## src/rtl/sreg_pkg.sv

```systemverilog
package sreg_pkg;

   // Transfer phase of the serial link
   typedef enum logic [2:0] {
      PH_IDLE,   // waiting for a start
      PH_DEV,    // receiving the device address byte
      PH_PTR,    // receiving the pointer byte
      PH_WR,     // receiving data bytes
      PH_RD      // sending data bytes
   } phase_t;

   localparam int BYTE_W   = 8;
   localparam int ACK_SLOT = BYTE_W + 1;   // SCL pulse count that ends the ack slot

endpackage

```

## src/rtl/sreg_sync.sv

```systemverilog
module sreg_sync #(
   parameter int   STAGES  = 2,
   parameter logic RST_VAL = 1'b1
) (
   input  logic clk,
   input  logic rst_n,
   input  logic d,
   output logic q
);

   if (STAGES < 2) begin : g_bad_stages
      $error("sreg_sync: STAGES must be at least 2");
   end

   logic [STAGES-1:0] chain;

   always_ff @(posedge clk or negedge rst_n) begin
      if (!rst_n) chain <= {STAGES{RST_VAL}};
      else        chain <= {chain[STAGES-2:0], d};
   end

   assign q = chain[STAGES-1];

endmodule

```

## src/rtl/sreg_line.sv

```systemverilog
module sreg_line #(
   parameter int STAGES = 2
) (
   input  logic clk,
   input  logic rst_n,
   input  logic scl_i,
   input  logic sda_i,
   output logic sda_s,
   output logic start_det,
   output logic stop_det,
   output logic scl_rise,
   output logic scl_fall
);

   logic scl_s, scl_d, sda_d;

   sreg_sync #(.STAGES(STAGES), .RST_VAL(1'b1)) u_scl_sync (
      .clk(clk), .rst_n(rst_n), .d(scl_i), .q(scl_s)
   );
   sreg_sync #(.STAGES(STAGES), .RST_VAL(1'b1)) u_sda_sync (
      .clk(clk), .rst_n(rst_n), .d(sda_i), .q(sda_s)
   );

   always_ff @(posedge clk or negedge rst_n) begin
      if (!rst_n) begin
         scl_d <= 1'b1;
         sda_d <= 1'b1;
      end else begin
         scl_d <= scl_s;
         sda_d <= sda_s;
      end
   end

   // SDA may only move while SCL is high to signal a condition
   assign start_det = scl_s & scl_d &  sda_d & ~sda_s;
   assign stop_det  = scl_s & scl_d & ~sda_d &  sda_s;
   assign scl_rise  =  scl_s & ~scl_d;
   assign scl_fall  = ~scl_s &  scl_d;

endmodule

```

## src/rtl/sreg_bank.sv

```systemverilog
module sreg_bank #(
   parameter int         NUM_REGS = 64,
   parameter int         PTR_W    = 6,
   parameter logic [7:0] RST_VAL  = 8'h00
) (
   input  logic                    clk,
   input  logic                    rst_n,
   input  logic                    we,
   input  logic [PTR_W-1:0]        waddr,
   input  logic [7:0]              wdata,
   input  logic [PTR_W-1:0]        raddr,
   output logic [7:0]              rdata,
   output logic [NUM_REGS*8-1:0]   flat
);

   for (genvar i = 0; i < NUM_REGS; i++) begin : g_reg
      logic [7:0] r;
      always_ff @(posedge clk or negedge rst_n) begin
         if (!rst_n)                           r <= RST_VAL;
         else if (we && waddr == PTR_W'(i))    r <= wdata;
      end
      assign flat[i*8 +: 8] = r;
   end

   assign rdata = flat[{raddr, 3'b000} +: 8];

endmodule

```

## src/rtl/sreg_link.sv

```systemverilog
module sreg_link
   import sreg_pkg::*;
#(
   parameter logic [6:0] DEV_ADDR = 7'h4C,
   parameter int         PTR_W    = 6
) (
   input  logic             clk,
   input  logic             rst_n,
   input  logic             start_det,
   input  logic             stop_det,
   input  logic             scl_rise,
   input  logic             scl_fall,
   input  logic             sda_s,
   input  logic [7:0]       rdata,
   output logic             we,
   output logic [PTR_W-1:0] ptr,
   output logic [7:0]       wdata,
   output logic             sda_oe
);

   phase_t     phase;
   logic [3:0] bitc;      // SCL pulses seen in the current byte
   logic [7:0] rx_sh;
   logic [7:0] tx_sh;
   logic       rd_dir;
   logic       m_nack;

   always_ff @(posedge clk or negedge rst_n) begin
      if (!rst_n) begin
         phase  <= PH_IDLE;
         bitc   <= '0;
         rx_sh  <= '0;
         tx_sh  <= '0;
         ptr    <= '0;
         rd_dir <= 1'b0;
         m_nack <= 1'b0;
         sda_oe <= 1'b0;
      end else if (start_det) begin
         phase  <= PH_DEV;
         bitc   <= '0;
         sda_oe <= 1'b0;
      end else if (stop_det) begin
         phase  <= PH_IDLE;
         bitc   <= '0;
         sda_oe <= 1'b0;
      end else if (phase != PH_IDLE) begin
         if (scl_rise) begin
            if (bitc < 4'(BYTE_W)) rx_sh  <= {rx_sh[6:0], sda_s};
            else                   m_nack <= sda_s;
            bitc <= bitc + 4'd1;
         end else if (scl_fall) begin
            if (bitc == 4'(BYTE_W)) begin
               // eight bits done: open the acknowledge slot
               unique case (phase)
                  PH_DEV: begin
                     if (rx_sh[7:1] == DEV_ADDR) begin
                        sda_oe <= 1'b1;
                        rd_dir <= rx_sh[0];
                     end else begin
                        phase  <= PH_IDLE;
                        sda_oe <= 1'b0;
                     end
                  end
                  PH_PTR: begin
                     ptr    <= rx_sh[PTR_W-1:0];
                     sda_oe <= 1'b1;
                  end
                  PH_WR: begin
                     ptr    <= ptr + PTR_W'(1);
                     sda_oe <= 1'b1;
                  end
                  PH_RD: begin
                     ptr    <= ptr + PTR_W'(1);
                     sda_oe <= 1'b0;
                  end
                  default: sda_oe <= 1'b0;
               endcase
            end else if (bitc == 4'(ACK_SLOT)) begin
               // acknowledge slot over: choose what follows
               bitc   <= '0;
               sda_oe <= 1'b0;
               case (phase)
                  PH_DEV: begin
                     if (rd_dir) begin
                        phase  <= PH_RD;
                        tx_sh  <= rdata;
                        sda_oe <= ~rdata[7];
                     end else begin
                        phase  <= PH_PTR;
                     end
                  end
                  PH_PTR: phase <= PH_WR;
                  PH_RD: begin
                     if (m_nack) begin
                        phase <= PH_IDLE;
                     end else begin
                        tx_sh  <= rdata;
                        sda_oe <= ~rdata[7];
                     end
                  end
                  default: ;
               endcase
            end else if (phase == PH_RD && bitc != 4'd0) begin
               tx_sh  <= {tx_sh[6:0], 1'b0};
               sda_oe <= ~tx_sh[6];
            end
         end
      end
   end

   assign we    = (phase == PH_WR) && scl_fall && (bitc == 4'(BYTE_W))
                  && !start_det && !stop_det;
   assign wdata = rx_sh;

endmodule

```

## src/rtl/sreg_slave.sv

```systemverilog
module sreg_slave #(
   parameter logic [6:0] DEV_ADDR    = 7'h4C,
   parameter int         NUM_REGS    = 64,
   parameter int         SYNC_STAGES = 2,
   parameter logic [7:0] RST_VAL     = 8'h00
) (
   input  logic                  clk,
   input  logic                  rst_n,
   input  logic                  scl_i,
   input  logic                  sda_i,
   output logic                  sda_oe,
   output logic [NUM_REGS*8-1:0] regs_o
);

   localparam int PTR_W = $clog2(NUM_REGS);

   if (NUM_REGS < 2 || NUM_REGS > 256 || (NUM_REGS & (NUM_REGS - 1)) != 0) begin : g_bad_depth
      $error("sreg_slave: NUM_REGS must be a power of two from 2 to 256");
   end

   logic             sda_s, start_det, stop_det, scl_rise, scl_fall;
   logic             we;
   logic [PTR_W-1:0] ptr;
   logic [7:0]       wdata, rdata;

   sreg_line #(.STAGES(SYNC_STAGES)) u_line (
      .clk(clk), .rst_n(rst_n), .scl_i(scl_i), .sda_i(sda_i),
      .sda_s(sda_s), .start_det(start_det), .stop_det(stop_det),
      .scl_rise(scl_rise), .scl_fall(scl_fall)
   );

   sreg_link #(.DEV_ADDR(DEV_ADDR), .PTR_W(PTR_W)) u_link (
      .clk(clk), .rst_n(rst_n), .start_det(start_det), .stop_det(stop_det),
      .scl_rise(scl_rise), .scl_fall(scl_fall), .sda_s(sda_s), .rdata(rdata),
      .we(we), .ptr(ptr), .wdata(wdata), .sda_oe(sda_oe)
   );

   sreg_bank #(.NUM_REGS(NUM_REGS), .PTR_W(PTR_W), .RST_VAL(RST_VAL)) u_bank (
      .clk(clk), .rst_n(rst_n), .we(we), .waddr(ptr), .wdata(wdata),
      .raddr(ptr), .rdata(rdata), .flat(regs_o)
   );

endmodule

```

## config.mk

```make
export PLATFORM = sky130hd
export DESIGN_NAME = sreg_slave
export DESIGN_NICKNAME = d
export VERILOG_FILES = /design/src/rtl/sreg_pkg.sv /design/src/rtl/sreg_sync.sv /design/src/rtl/sreg_line.sv /design/src/rtl/sreg_bank.sv /design/src/rtl/sreg_link.sv /design/src/rtl/sreg_slave.sv
export SDC_FILE = /design/constraint.sdc
export NUM_CORES = 1
export LEC_CHECK = 0
export BUFFER_PORTS_ARGS = -buffer_cell sky130_fd_sc_hd__buf_4
export CELL_PAD_IN_SITES_DETAIL_PLACEMENT = 0
export CELL_PAD_IN_SITES_GLOBAL_PLACEMENT = 1
export CORE_MARGIN = 8
export CORE_UTILIZATION = 35
export CTS_CLUSTER_SIZE = 40
export DETAILED_ROUTE_END_ITERATION = 6
export PLACE_DENSITY_LB_ADDON = 0.1
export SLEW_MARGIN = 20
export SYNTH_ARGS = -nofsm -noshare
export SYNTH_HDL_FRONTEND = slang
export SYNTH_SLANG_ARGS = --single-unit
```

## constraint.sdc

```tcl
create_clock -name clk -period 3.37 [get_ports clk]
set_clock_uncertainty 0.2 [all_clocks]
set_input_delay 0.1685 -clock clk [delete_from_list [all_inputs] [get_ports clk]]
set_output_delay 0.1685 -clock clk [all_outputs]
set_load 0.01 [all_outputs]
```

==> results.yml, run 1 <==
outcome:
  status: "finished, final reports clean"
global_routing:
  grt_max_degree: 106
  grt_pass1_vias: 19737
  grt_pass1_wl_um: 156000
  grt_usage_pct: 25.1
  antenna_found_initial: 1
  grt_overflow_total: 0
timing:
  finalCritPeriodShare_pct: 97.0
  slew_violations: 0
  tightest_slew_ns: 0.995
  setup_tns_ns: 0
  hold_viol: 0
  fmax_mhz: 306
  fin_crit_ns: 3.27
  finalSetupViolCount: 0
  slew_headroom_pct: 33.6
  rsz0062_at_grt: "true"
route:
  highest_layer: "met4"
  drc: 0
  wire_per_inst_um: 32.4
  wl_um: 109000
  wl_met1_um: 46200
  vias_per_cell: 5.58
  drt_pass1_iterations: 7
  drtIter0Drc: 1192
  route.met2.wl_um: 53300
  route.vias.total: 18773
  ant_nets: 0
  dr_wl_met3_um: 6700
cts:
  path_clk_slew_ns: 0.06
  worstSkewPairLatency_ns: 0.60
  cts_max_level: 3
  cts_tree: "done"
  clock-root-buffer: "clkbuf_16"
  cts_buffers: 66
  clock_path_buffers: 3
  cts_sinks: 549
  cts.repair.resized: 0
power:
  power.internal_uw: 11100
  fin_total_pwr_uw: 15400
  cellPowerDensity_nw_per_um2: 456
  power.share.clock_pct: 46.3
  seqPwrFrac_pct: 43.7
  power_frac_comb_pct: 10.0
  p_sw_uw: 4270
  p_leak_uw: 0.0171
  ir_drop_v: 0.000515
  swShare_pct: 27.7
floorplanning:
  core.rowCount: 100
  coreArea_sq_um: 74600
  die_w_um: 290
  pin_count: 517
  start_util_pct: 35.4
  die-area_sq_um: 84400
  die_h_um: 290
synth:
  synth.avg_cell_area_sq_um: 14.6
  synth.most_common_cell: "dfrtp_1"
  yosys.cell_types.count: 76
  synth_nets: 1815
  synth_top_area_share_pct: 51.5
  syn_area_sq_um: 26400
  ys_seq_area_share_pct: 52.1
  synthTopCellsByCount: "dfrtp_1, mux2_2, mux2i_1"
  netlist_top_cells_area: "dfrtp_1, mux2_2, mux4_2"
  synth-seq-cells: 549
  synth_flop_cell: "dfrtp_1"
  synth_enable_flop_cells: 0
  synth_area_leader_cell: "dfrtp_1"
  async_reset_ff_share_pct: 100
  yosys_warnings: 0
  postSynthCellCount: 1801
job:
  drv_cap: 0
setup_path:
  crit_required_ns: 3.63
  worst-setup-path-type: "flip-flop to flip-flop"
  critical_path.startpoint_type: "flip-flop"
  crit_fanout: 8
  r2r_cells: 8
  crit_arrival_ns: 3.53
  end_kind: "flip-flop"
layout:
  drive_gt1_share_pct: 55.4
  stdcell_area_sq_um: 33800
  final_nets: 2362
  num-fill-cells: 6892
  fin_cells: 3362
  syn2layout_area_growth_pct: 28.2
min_path:
  hold_class: "primary input to asynchronous set/reset pin"
placed_design:
  dp_hpwl_um: 79100
  place_area_sq_um: 31600
  placedCellCount: 3245
  io_buffers: 516
  place_congestion: 0.878
routing by layer:
metal	vias to the layer above	GRT usage (%)
li1	7824	-
met1	10183	32.7
met2	635	42.1
met3	131	5.41
met4	0	6.75
met5	-	0
through the flow:
| stage | worst slack, ns | utilization (%) | hold slack (ns) |
|---|---|---|---|
| 6_report | 0.103 | 45.3 | 0.110 |
| 2_1_floorplan | 0.355 | - | -0.327 |
| 3_3_place_gp | 0.219 | 42.4 | -0.0387 |
| 4_1_cts | 0.186 | 45.3 | 0.0851 |
| 5_1_grt | -0.0180 | 45.3 | 0.0971 |
| 3_5_place_dp | 0.191 | 42.4 | -0.0309 |
critical path, cell delays in order, from the launching register on:
cell and delay, ns:
dfrtp_1 0.41, inv_1 0.11, ha_1 0.31, nand3b_4 0.14
a21oi_2 0.21, nand4_4 0.28, nor3_2 0.51, nand3_2 0.52
mux2_2 0.43
layout by cell type (no fill, tap or decap), drive strengths merged, types with 44 or more instances in the layout:
master / count
buf: 603
dfrtp: 543
mux2: 525
mux2i: 98
clkbuf: 97
mux4: 87
nor2: 56
nand2: 51
a22oi: 47
nand3: 44
registers in the layout, indices dropped and copies added (netlist names):
signal and flops:
u_link.wdata 8, u_bank.g.r 512, u_line.sda_d 1, u_link.ptr 6
u_link.sda_oe 1, u_link.tx_sh 7, u_line.scl_d 1, u_link.m_nack 1
u_link.bitc 4, u_link.phase 3, u_line.u_sda_sync.chain 2, u_link.rd_dir 1
u_line.u_scl_sync.chain 2
cells by family after synthesis:
family | after synthesis | share of synthesized area, %
buffers and inverters | 142 | 2.90
and+or+nand+nor | 237 | 6.54
adders and majority gates | 10 | 0.475
AOI/OAI and AO/OA | 152 | 4.12
DFF | 549 | 52.1
xor gates and xnor gates | 1 | 0.0332
muxes | 710 | 33.8
power by group through the flow:
stage / logic, uW / registers [uW] / clock network [uW]
after floorplan: 748 / 6810 / 0
after global placement: 1550 / 6840 / 0
after detailed placement: 1590 / 6840 / 0
after CTS: 1600 / 6720 / 7280
after global routing: 1660 / 6730 / 7530
final: 1540 / 6720 / 7130
final cells by class:
class                      instances  area, sq um  share of cell area (%)
sequential                       549        13800                    40.7
multi-input combinational       1110        11900                    35.1
timing repair buffer             606         4750                    14.0
clock buffer                      97         1970                    5.83
tap                              969         1210                    3.59
clock inverter                    14          165                   0.489
inverter                          15         56.3                   0.167
antenna                            2         5.00                  0.0148
timing repair:
item / CTS / global route
endpoints found under the setup margin: 0 / 7
setup buffers: 0 / 0
hold endpoints to repair: 499 / 0
hold buffers: 4 / 0
final timing paths:
check	startpoint	end	slack, ns
max in group asynchronous	rst_n	u_bank.g_reg[8].r[0]	2.07
worst min register to register	u_line.u_sda_sync.chain[0]	u_line.u_sda_sync.chain[1]	0.16
worst min-delay path	rst_n	u_bank.g_reg[43].r[3]	0.11
worst max register to register	u_link.bitc[0]	u_bank.g_reg[0].r[3]	0.10
worst max-delay path	u_link.bitc[0]	u_bank.g_reg[0].r[3]	0.10
min in group clk	sda_i	u_line.u_sda_sync.chain[0]	0.12
Power figures use the tool's default switching activity.
==> run 2: changes to the inputs <==
==> constraint.sdc (replaced) <==
create_clock -name clk -period 4.2 [get_ports clk]
set_clock_uncertainty 0.2 [all_clocks]
set_input_delay 0.21 -clock clk [delete_from_list [all_inputs] [get_ports clk]]
set_output_delay 0.21 -clock clk [all_outputs]
set_load 0.01 [all_outputs]
==> results.yml, run 2 (synthesis gave the netlist of run 1 again) <==
outcome:
  status: "finished, final reports clean"
cts:
  worstSkewPairLatency_ns: 0.60
  cts_sinks: 549
  post-cts-setup-buffers: 0
  cts_buffers: 66
  path_clk_slew_ns: 0.06
  clock_path_buffers: 3
  clock-root-buffer: "clkbuf_16"
  cts_tree: "done"
  cts_max_level: 3
power:
  ir_drop_v: 0.000307
  p_leak_uw: 0.0169
  cellPowerDensity_nw_per_um2: 369
  fin_total_pwr_uw: 12300
floorplanning:
  pin_count: 517
  die_h_um: 290
  start_util_pct: 35.4
  die_w_um: 290
  coreArea_sq_um: 74600
  die-area_sq_um: 84400
  core.rowCount: 100
placed_design:
  place_area_sq_um: 31300
  io_buffers: 516
  place_congestion: 0.846
  dp_hpwl_um: 78100
route:
  drt_pass1_iterations: 5
  route.vias.total: 18409
  drc: 0
  ant_nets: 0
  wl_um: 107000
  wire_per_inst_um: 32.1
  drtIter0Drc: 1263
  vias_per_cell: 5.53
layout:
  final_cell_mix: "buf_4, dfrtp_1, mux2_2"
  largest-register: "u_bank.g.r"
  stdcell_area_sq_um: 33400
  final_nets: 2326
  diodes: 0
  largest_register_ffs: 512
  mostFrequentLayoutCell: "buf_4"
  syn2layout_area_growth_pct: 26.8
  utilization_pct: 44.8
  num-fill-cells: 6883
  drive_gt1_share_pct: 54.6
timing:
  slew_violations: 0
  fmax_mhz: 294
  fin_crit_ns: 3.40
  hold_ws_ns: 0.0511
  hold_viol: 0
  tightest_slew_ns: 1.04
  finalSetupViolCount: 0
  setup_tns_ns: 0
  slew_headroom_pct: 30.8
  rsz0062_at_grt: "false"
  finalCritPeriodShare_pct: 81.0
setup_path:
  worst-setup-path-type: "flip-flop to flip-flop"
  cpPeakStageDelay_ns: 0.75
  critPathBufInv: 1
  crit_arrival_ns: 3.67
  crit_chain: "buf_4, ha_1, nand2_1, nor2_4, mux2_2"
  crit_fanout: 22
  crit_required_ns: 4.47
  cp_slowest_cell: "ha_1"
  path_delay_family: "simple AND/OR/NAND/NOR gates"
  end_kind: "flip-flop"
  critical_path.startpoint_type: "flip-flop"
global_routing:
  use_met2_pct: 41.9
  antenna_found_initial: 0
  grt_pass1_wl_um: 154000
  grt_pass1_vias: 19500
  grt_busiest_layer: "met2"
  grt_max_degree: 109
  use_met1_pct: 31.9
  grt_overflow_total: 0
  grt_usage_pct: 24.8
  use_met3_pct: 6.06
min_path:
  hold_class: "primary input to asynchronous set/reset pin"
job:
  drv_cap: 0
run 2: cell count changes in the layout (fill, tap and decap cells not counted), sizes merged:
| cell | previous run | this run |
|---|---|---|
| diode | 2 | 0 |
| bufinv | 3 | 2 |
| clkinv | 8 | 12 |
| buf | 603 | 567 |
| clkbuf | 97 | 100 |
run 2: routing by layer:
metal | vias to the layer above | wire length (um)
li1 | 7769 | -
met1 | 10013 | 45400
met2 | 510 | 52700
met3 | 117 | 6320
met4 | 0 | 2520
met5 | - | 0
run 2: stage by stage:
stage,setup slack (ns),cells
floorplan,1.19,1801
global placement,0.837,3210
detailed placement,0.815,3210
CTS,0.798,3330
global route,0.655,3330
finish,0.799,3330
run 2: layout make-up:
type                    count  area (sq um)  share of cell area, %
multi-input cells        1110         11900                   35.5
clock buffers             100          2010                   6.00
repair buffers            570          4380                   13.1
inverters                  15          56.3                  0.168
clock inverters            17           144                  0.430
well taps                 969          1210                   3.63
flip-flops and latches    549         13800                   41.2
run 2: final timing paths:
kind	slack (ns)	to	startpoint	cells past startpoint
min in group clk	0.11	u_line.u_sda_sync.chain[0]	sda_i	2
hold reg to reg	0.16	u_line.u_sda_sync.chain[1]	u_line.u_sda_sync.chain[0]	0
setup reg to reg	0.80	u_bank.g_reg[42].r[4]	u_link.ptr[1]	5
max in group asynchronous	2.57	u_bank.g_reg[16].r[4]	rst_n	3
setup / recovery	0.80	u_bank.g_reg[42].r[4]	u_link.ptr[1]	5
hold / removal	0.05	u_bank.g_reg[40].r[6]	rst_n	2
run 2: power by group:
| group | switching (uW) | leakage [uW] | internal, uW | total (uW) |
|---|---|---|---|---|
| Sequential | 112 | 0.00762 | 5340 | 5450 |
| Clock | 2300 | 0.00106 | 3420 | 5720 |
| Combinational | 983 | 0.00819 | 166 | 1150 |
| Total | 3400 | 0.0169 | 8920 | 12300 |
run 2: repair_timing:
action / 4_1_cts / 5_1_grt
resized for setup: 0 / 0
hold endpoints to repair: 93 / 0
hold buffers: 3 / 0
